--- config.mk ---
export PLATFORM = sky130hd
export DESIGN_NAME = dcoc_top
export DESIGN_NICKNAME = d
export VERILOG_FILES = /design/src/rtl/dcoc_pkg.sv /design/src/rtl/dcoc_ctrl.sv /design/src/rtl/dcoc_lane.sv /design/src/rtl/dcoc_top.sv
export SDC_FILE = /design/constraint.sdc
export NUM_CORES = 1
export LEC_CHECK = 0
export CORE_AREA = 8 8 284 286
export DETAILED_ROUTE_END_ITERATION = 8
export DIE_AREA = 0 0 292 294
export DONT_BUFFER_PORTS = 1
export PLACE_DENSITY = 0.57
export SETUP_SLACK_MARGIN = 0.3
export SLEW_MARGIN = 20
export SYNTH_ARGS = -nofsm -noshare
export SYNTH_HDL_FRONTEND = slang
export SYNTH_SLANG_ARGS = --single-unit
--- constraint.sdc ---
create_clock -name clk -period 4.7 [get_ports clk]
set_input_delay 0.235 -clock clk [delete_from_list [all_inputs] [get_ports clk]]
set_output_delay 0.235 -clock clk [all_outputs]
set_load 0.02 [all_outputs]
--- src/rtl/dcoc_pkg.sv ---
package dcoc_pkg;
  // Default geometry of the corrector
  localparam int DCOC_DW    = 16;  // sample width
  localparam int DCOC_NCH   = 4;   // lanes
  localparam int DCOC_FRAC  = 16;  // fractional bits of the estimate
  localparam int DCOC_SHIFT = 12;  // loop gain as a right shift
endpackage

--- src/rtl/dcoc_ctrl.sv ---
module dcoc_ctrl #(
  parameter int NCH = dcoc_pkg::DCOC_NCH,
  parameter int DW  = dcoc_pkg::DCOC_DW,
  parameter int SW  = 2
) (
  input  logic              clk,
  input  logic              rst,
  input  logic              ofs_we,
  input  logic [SW-1:0]     ofs_sel,
  input  logic [DW-1:0]     ofs_val,
  input  logic              en_we,
  input  logic [NCH-1:0]    en_bits,
  input  logic [NCH-1:0]    en_mask,
  output logic [NCH-1:0]    loop_en,
  output logic [NCH*DW-1:0] ofs_flat
);
  // Loop enables: masked update, all on after reset
  always_ff @(posedge clk) begin
    if (rst)        loop_en <= '1;
    else if (en_we) loop_en <= (loop_en & ~en_mask) | (en_bits & en_mask);
  end

  // One manual offset register per lane
  for (genvar i = 0; i < NCH; i++) begin : g_ofs
    always_ff @(posedge clk) begin
      if (rst)
        ofs_flat[i*DW +: DW] <= '0;
      else if (ofs_we && (ofs_sel == SW'(i)))
        ofs_flat[i*DW +: DW] <= ofs_val;
    end
  end


  en_mask_chk: assert property (@(posedge clk) disable iff (rst)
    en_we |=> ((loop_en ^ $past(loop_en)) & ~$past(en_mask)) == '0);

  en_idle_chk: assert property (@(posedge clk) disable iff (rst)
    !en_we |=> $stable(loop_en));
endmodule

--- src/rtl/dcoc_lane.sv ---
module dcoc_lane #(
  parameter int DW    = dcoc_pkg::DCOC_DW,
  parameter int FRAC  = dcoc_pkg::DCOC_FRAC,
  parameter int SHIFT = dcoc_pkg::DCOC_SHIFT
) (
  input  logic          clk,
  input  logic          rst,
  input  logic          take,
  input  logic          loop_on,
  input  logic [DW-1:0] x,
  input  logic [DW-1:0] ofs,
  output logic [DW-1:0] y
);
  localparam int EW = DW + FRAC;
  localparam logic [DW-1:0] MAXV = {1'b0, {(DW-1){1'b1}}};
  localparam logic [DW-1:0] MINV = {1'b1, {(DW-1){1'b0}}};

  logic signed [EW-1:0] est_q;
  logic signed [EW:0]   diff, step;
  logic        [DW-1:0] sub;
  logic signed [DW:0]   full;

  // Tracking update: move the estimate a 2^-SHIFT fraction toward x
  always_comb begin
    diff = $signed({x[DW-1], x, {FRAC{1'b0}}}) - $signed({est_q[EW-1], est_q});
    step = diff >>> SHIFT;
  end

  always_ff @(posedge clk) begin
    if (rst)                 est_q <= '0;
    else if (take && loop_on) est_q <= est_q + $signed(step[EW-1:0]);
  end

  // Subtract either the tracked integer part or the manual offset, saturating
  always_comb begin
    sub  = loop_on ? est_q[EW-1:FRAC] : ofs;
    full = $signed({x[DW-1], x}) - $signed({sub[DW-1], sub});
    if (full[DW] != full[DW-1]) y = full[DW] ? MINV : MAXV;
    else                        y = full[DW-1:0];
  end


  frozen_est_chk: assert property (@(posedge clk) disable iff (rst)
    !loop_on |=> $stable(est_q));
endmodule

--- src/rtl/dcoc_top.sv ---
module dcoc_top #(
  parameter int NCH   = dcoc_pkg::DCOC_NCH,
  parameter int DW    = dcoc_pkg::DCOC_DW,
  parameter int FRAC  = dcoc_pkg::DCOC_FRAC,
  parameter int SHIFT = dcoc_pkg::DCOC_SHIFT,
  localparam int SW   = (NCH > 1) ? $clog2(NCH) : 1
) (
  input  logic              clk,
  input  logic              rst,
  input  logic              in_valid,
  output logic              in_ready,
  input  logic [NCH*DW-1:0] in_data,
  output logic              out_valid,
  input  logic              out_ready,
  output logic [NCH*DW-1:0] out_data,
  input  logic              ofs_we,
  input  logic [SW-1:0]     ofs_sel,
  input  logic [DW-1:0]     ofs_val,
  input  logic              en_we,
  input  logic [NCH-1:0]    en_bits,
  input  logic [NCH-1:0]    en_mask
);
  logic [NCH-1:0]    loop_en;
  logic [NCH*DW-1:0] ofs_flat;
  logic [NCH*DW-1:0] y_flat;
  logic              accept;

  assign in_ready = !out_valid || out_ready;
  assign accept   = in_valid && in_ready;

  dcoc_ctrl #(.NCH(NCH), .DW(DW), .SW(SW)) u_ctrl (
    .clk(clk), .rst(rst),
    .ofs_we(ofs_we), .ofs_sel(ofs_sel), .ofs_val(ofs_val),
    .en_we(en_we), .en_bits(en_bits), .en_mask(en_mask),
    .loop_en(loop_en), .ofs_flat(ofs_flat)
  );

  for (genvar i = 0; i < NCH; i++) begin : g_lane
    dcoc_lane #(.DW(DW), .FRAC(FRAC), .SHIFT(SHIFT)) u_lane (
      .clk(clk), .rst(rst), .take(accept), .loop_on(loop_en[i]),
      .x(in_data[i*DW +: DW]), .ofs(ofs_flat[i*DW +: DW]),
      .y(y_flat[i*DW +: DW])
    );
  end

  // Single output stage
  always_ff @(posedge clk) begin
    if (rst)           out_valid <= 1'b0;
    else if (in_ready) out_valid <= in_valid;
  end

  always_ff @(posedge clk) begin
    if (rst)         out_data <= '0;
    else if (accept) out_data <= y_flat;
  end


  stall_hold_chk: assert property (@(posedge clk) disable iff (rst)
    out_valid && !out_ready |=> out_valid && $stable(out_data));

  accept_valid_chk: assert property (@(posedge clk) disable iff (rst)
    in_valid && in_ready |=> out_valid);

  drain_chk: assert property (@(posedge clk) disable iff (rst)
    out_valid && out_ready && !in_valid |=> !out_valid);
endmodule

Yosys cells after proc, flatten, opt, wreduce, memory -nomap -nowiden
Index checks and enable logic that the tools add are counted.
{"block": "totals", "ff_bits": 261, "inputBits": 96, "output_inout_bits": 66, "elab_cells": 58}
{"block": "op_classes", "add_sub_neg": 12, "n_eq_ne": 7, "muxes": 12, "bitwise_logic": 4, "reduce_logical": 12}
{"operator": "$mux 16", "n": 12}
{"operator": "$sub 32x32->33", "n": 4}
{"operator": "$add 32x21->32", "n": 4}
{"operator": "$sub 16x16->17", "n": 4}
{"operator": "$logic_and 1x1->1", "n": 9}
{"operator": "$and 4x4->4", "n": 2}
{"operator": "$eq 2x2->1 const B", "n": 2}
{"operator": "$ne 1x1->1", "n": 4}
{"operator": "$not 4->4", "n": 1}
{"operator": "$or 4x4->4", "n": 1}
{"operator": "$eq 2x1->1 const B", "n": 1}
{"operator": "$logic_not 2->1", "n": 1}
{"operator": "$logic_not 1->1", "n": 1}
{"operator": "$logic_or 1x1->1", "n": 1}

Longest topological paths before layout
{"block": "logic_depth", "word_depth": 4, "mapped_depth": 23, "depth_no_buf": 23}

Modules after synthesis
A second synthesis with hierarchy kept.
{"block": "unflattened", "cells_unflattened": 2925, "area_unflattened_um2": 23829.1}
{"module": "dcoc_lane at g_lane[0].u_lane", "n_inst": 1, "cells_each": 614, "area_per_inst_um2": 4586.9, "seq_area_each_um2": 640.6}
{"module": "dcoc_lane at g_lane[1].u_lane", "n_inst": 1, "cells_each": 571, "area_per_inst_um2": 4583.1, "seq_area_each_um2": 640.6}
{"module": "dcoc_lane at g_lane[2].u_lane", "n_inst": 1, "cells_each": 609, "area_per_inst_um2": 4561.9, "seq_area_each_um2": 640.6}
{"module": "dcoc_lane at g_lane[3].u_lane", "n_inst": 1, "cells_each": 592, "area_per_inst_um2": 4509.3, "seq_area_each_um2": 640.6}
{"module": "dcoc_top", "n_inst": 1, "cells_each": 297, "area_per_inst_um2": 2884.0, "seq_area_each_um2": 1301.2}
{"module": "dcoc_ctrl", "n_inst": 1, "cells_each": 242, "area_per_inst_um2": 2703.8, "seq_area_each_um2": 1361.3}

Least setup slack after synthesis
No wires, ideal clock.
{"block": "synth_path", "path_kind": "reg2reg", "start": "register g_lane[3].u_lane.est_q[20]", "end": "register g_lane[3].u_lane.est_q[31]", "setup_time_ns": 0.121, "arrival_ns": 5.009, "required_time_ns": 4.579, "setup_slack_ns": -0.430, "stages_incl_launch_ff": 22, "n_path_buf": 0, "period_less_slack_ns": 5.130, "path_cell_list": "dfxtp_1 -> inv_1 -> ha_1 -> a21oi_1 -> nor2_1 -> a211oi_1 -> nor2b_1 -> a211o_1 -> o41ai_2 -> o22ai_1 -> a31oi_1 -> ha_1 -> a21o_1 -> a21o_1 -> a21oi_1 -> nand3b_1 -> a31oi_1 -> nor2_1 -> a311o_1 -> or2_2 -> mux2i_1 -> mux2_2"}
{"block": "synth_between", "elab_chain_cells": 2}
{"item": "start: declaration", "line": "dcoc_lane.sv:18", "source": "logic signed [EW-1:0] est_q;"}
{"item": "start signal: assignment", "line": "dcoc_lane.sv:31", "source": "else if (take && loop_on) est_q <= est_q + $signed(step[EW-1:0]);"}
{"item": "$sub 32x32->33", "line": "dcoc_lane.sv:25", "source": "diff = $signed({x[DW-1], x, {FRAC{1'b0}}}) - $signed({est_q[EW-1], est_q});"}
{"item": "$add 32x21->32 *", "line": "dcoc_lane.sv:31"}
Every way passes the cells marked *; elsewhere a longest branch is shown, timed or not.
A chain may end at the register's enable or synchronous reset.

Worst setup path after layout
{"block": "layout_path", "start": "register g_lane[3].u_lane.est_q[11]", "end": "register g_lane[3].u_lane.est_q[30]"}
The elaborated chain is that of the path after synthesis.

==> out/metrics.csv <==
metric;value;unit
clock network fraction of design power;0.167;
worst vdd ir;0.000284;V
final instance area;29400;um2
worst min path class;in2reg;
Core ar.;76400;um2
Post-Synth Simple-Gate Area;0.195;
Synth Cell Area;22700;um2
worst slew pin tran;1.15;ns
Post-route DRC;0;
drt total wl;81.2;mm
htree depth;2;
clock transition at the registers of the reported paths;0.06;ns
Critical R2R Launch;g_lane[3].u_lane.est_q[11]$_SDFFE_PP0P_;
RSZ-0062 raised after global routing;yes;
status;finished, violations left;
Worst EP required;5.10;ns
failing checks;setup timing;
largest family of logic cells by synthesized area;compound AO/OA/AOI/OAI gates;
top cells by area, synth;dfxtp_1, ha_1, a21oi_1;
Seq/Total Area, Yosys;0.230;
GPL Wtd Cong;0.882;
Leak Pwr;12.8;nW
Syn Area/Cell;7.64;um2
global-route wire length before repair;121;mm
clock sink total;261;
Final #Nets;3612;
vias per inst;5.19;
kind of critical path;reg2reg;
1st-pass router iterations;5;
Die Wd;292;um
port bufs;0;
min-delay src;ofs_sel[0];
buffer levels on the longest clock path;3;
Routed WL per cell;19.0;um
Seq pwr share;0.171;
setup violators final;5;
CP bufs+invs;6;
CTS root buffer;clkbuf_16;
Initial Util;0.297;
Synth async-reset ratio;0;
worst skew pair latency;0.57;ns
proportion of synthesized area in mux cells;0.0325;
Psw;8.52;mW
Worst Clk Skew;0.0224;ns
XOR/XNOR Fraction of Synth Area;0.0726;
period utilization;1.00;
Critical Path AT;5.12;ns
combinational power share;0.662;
Synth-to-Final Area Change;29.6;%
Num CTS Buffers;38;
Slew Limit Fails;0;
largest net degree at the start of global routing;209;
post-DP HPWL;58.1;mm
Cell Int Power;10.7;mW
Worst Setup SP;g_lane[3].u_lane.est_q[11]$_SDFFE_PP0P_;
Tmin final;4.72;ns
full die area;85800;um2
Yosys top cell by area;dfxtp_1;
Synth top area share;0.230;
Util after Layout;0.385;
Sw Ratio;0.443;
max cap viols;0;
CTS tree;built;
CP peak stage delay;0.33;ns
Reg area;5260;um2
layout cell share with drive strength beyond 1;0.198;
routed vias;22100;
Fin Setup TNS;-0.0702;ns
Final Power;19.2;mW
startpoint types;register;
initial antenna violation count;13;
max frequency;0.212;GHz
I/O pins;162;
Synth Flop Type;dfxtp_1;
syn nets;3346;
post-synthesis compound-gate area fraction;0.257;
Fin. Hold Viols;0;
pre-CTS setup slack;-0.228;ns
CP max FO;3;
final worst slack;-0.0158;ns
overflow left after global routing;0;
FILL cells;7729;
Top Family by Delay on Critical Path;compound AO/OA/AOI/OAI gates;
Initial DRC Count;1349;
Tot GR Track Use;0.178;
Die Y-Extent;294;um
Post-synth EDFFs;0;
synthesis-stage register bit count;261;
normalized max-slew margin;0.231;
Critical Path Sink Type;register;
Multi-input gate area;18200;um2
post-synthesis adder-cell area fraction;0.170;
PwrDens;655;nW/um2
Yosys cell types;85;
placed inst area;25300;um2
site row count;102;
Critical-path top delay cell;dfxtp_2;
Yosys Warn Count;0;
gate count of the mapped netlist;2970;
Antenna Violating Nets Remaining;0;
vias in the first global route;21100;
## cell families after synthesis
family,count (synthesis)
AO/OA/AOI/OAI,909
XOR/XNOR,188
adder cells (fa/ha/maj),308
buffers and inverters,256
flip-flops,261
multiplexers,73
AND/OR/NAND/NOR,975
## timing repair
| item | 4_1_cts | 5_1_grt |
|---|---|---|
| pin swaps | 74 | 180 |
| cloned | 1 | 0 |
| endpoints found under the setup margin | 44 | 66 |
| hold endpoints to repair | 212 | 0 |
| setup buffers | 42 | 52 |
| gates resized for setup | 109 | 193 |
| hold buffers | 48 | 0 |
## registers in the layout, indices dropped and copies added, names as in the netlist, named ones only
signal,cells
g_lane.u_lane.est_q,128
out_valid,1
out_data,64
u_ctrl.ofs_flat,64
## through the flow
stage | instances | hold slack [ns]
finish | 4264 | 0.000587
global route | 4255 | 0.0190
CTS | 4202 | 0.0101
detailed placement | 4041 | 0.380
global placement | 4041 | 0.370
floorplan | 2970 | 0.364
## layer usage
layer	global-route usage	wire [um]
met5	0	27
met4	0.0645	3010
met3	0.0462	5770
met2	0.285	36000
met1	0.228	36300
## path summary, 6_finish.rpt
kind / cells past startpoint / endpoint / slack (ns)
max: 27 / g_lane[3].u_lane.est_q[30]$_SDFFE_PP0P_ / -0.02
min reg2reg: 2 / u_ctrl.ofs_flat[43]$_SDFFE_PP0P_ / 0.45
min: 3 / u_ctrl.ofs_flat[35]$_SDFFE_PP0P_ / 0.0006
max reg2reg: 27 / g_lane[3].u_lane.est_q[30]$_SDFFE_PP0P_ / -0.02
## cells in the final DEF, fill, tap and decap left out, types with 104 or more instances in the layout
cell type    n
nand2_1    403
a21oi_1    307
buf_4      274
dfxtp_1    240
ha_1       234
nor2_1     227
inv_1      132
xnor2_1    120
o21ai_0    110
a21o_1     104
## cell type report
| type | instances | area share |
|---|---|---|
| Antenna cell | 10 | 0.000851 |
| Multi-Input combinational cell | 2454 | 0.618 |
| Clock buffer | 44 | 0.0349 |
| Inverter | 137 | 0.0175 |
| Tap cell | 988 | 0.0421 |
| Timing Repair Buffer | 344 | 0.0960 |
| Clock inverter | 26 | 0.0123 |
| Sequential cell | 261 | 0.179 |
## power groups by stage
stage	combinational, mW	clock, mW	sequential (mW)
finish	12.7	3.21	3.30
global route	14.0	3.38	3.36
CTS	11.5	3.30	3.26
detailed placement	10.7	0	3.26
global placement	10.7	0	3.25
floorplan	7.88	0	3.18
## synthesized netlist by cell type, types with 17 or more instances
cell	number
nor2_1	237
a21oi_1	345
nor2b_1	29
and3_1	36
nand2_1	407
maj3_1	27
xnor2_1	126
a211oi_1	67
a31oi_1	26
or3_1	17
ha_1	272
nand2b_1	27
clkbuf_1	103
o31ai_1	18
o21a_1	51
mux2i_1	67
inv_1	137
xor2_1	62
o21ai_0	133
nand3_1	66
dfxtp_1	261
o21bai_1	31
nor3_1	68
a21o_1	104
## worst register-to-register path: stages, from the launching register on
cell and delay (ns):
dfxtp_2 0.33, nor4_4 0.28, buf_4 0.17, nand3_4 0.09
nor4b_4 0.25, a41o_1 0.25, buf_4 0.14, buf_6 0.09
buf_6 0.09, o21ai_4 0.05, nand2b_1 0.11, and2_4 0.15
o21a_1 0.12, nor2_1 0.06, xnor2_1 0.12, ha_2 0.19
a21o_1 0.15, a21o_1 0.16, a221oi_2 0.21, a21boi_2 0.19
buf_6 0.13, o21ai_4 0.08, o41ai_4 0.30, o211ai_1 0.21
buf_4 0.19, a221oi_2 0.24, or4_1 0.15, o311ai_1 0.08
No activity file was read; power rests on OpenSTA's default activity.
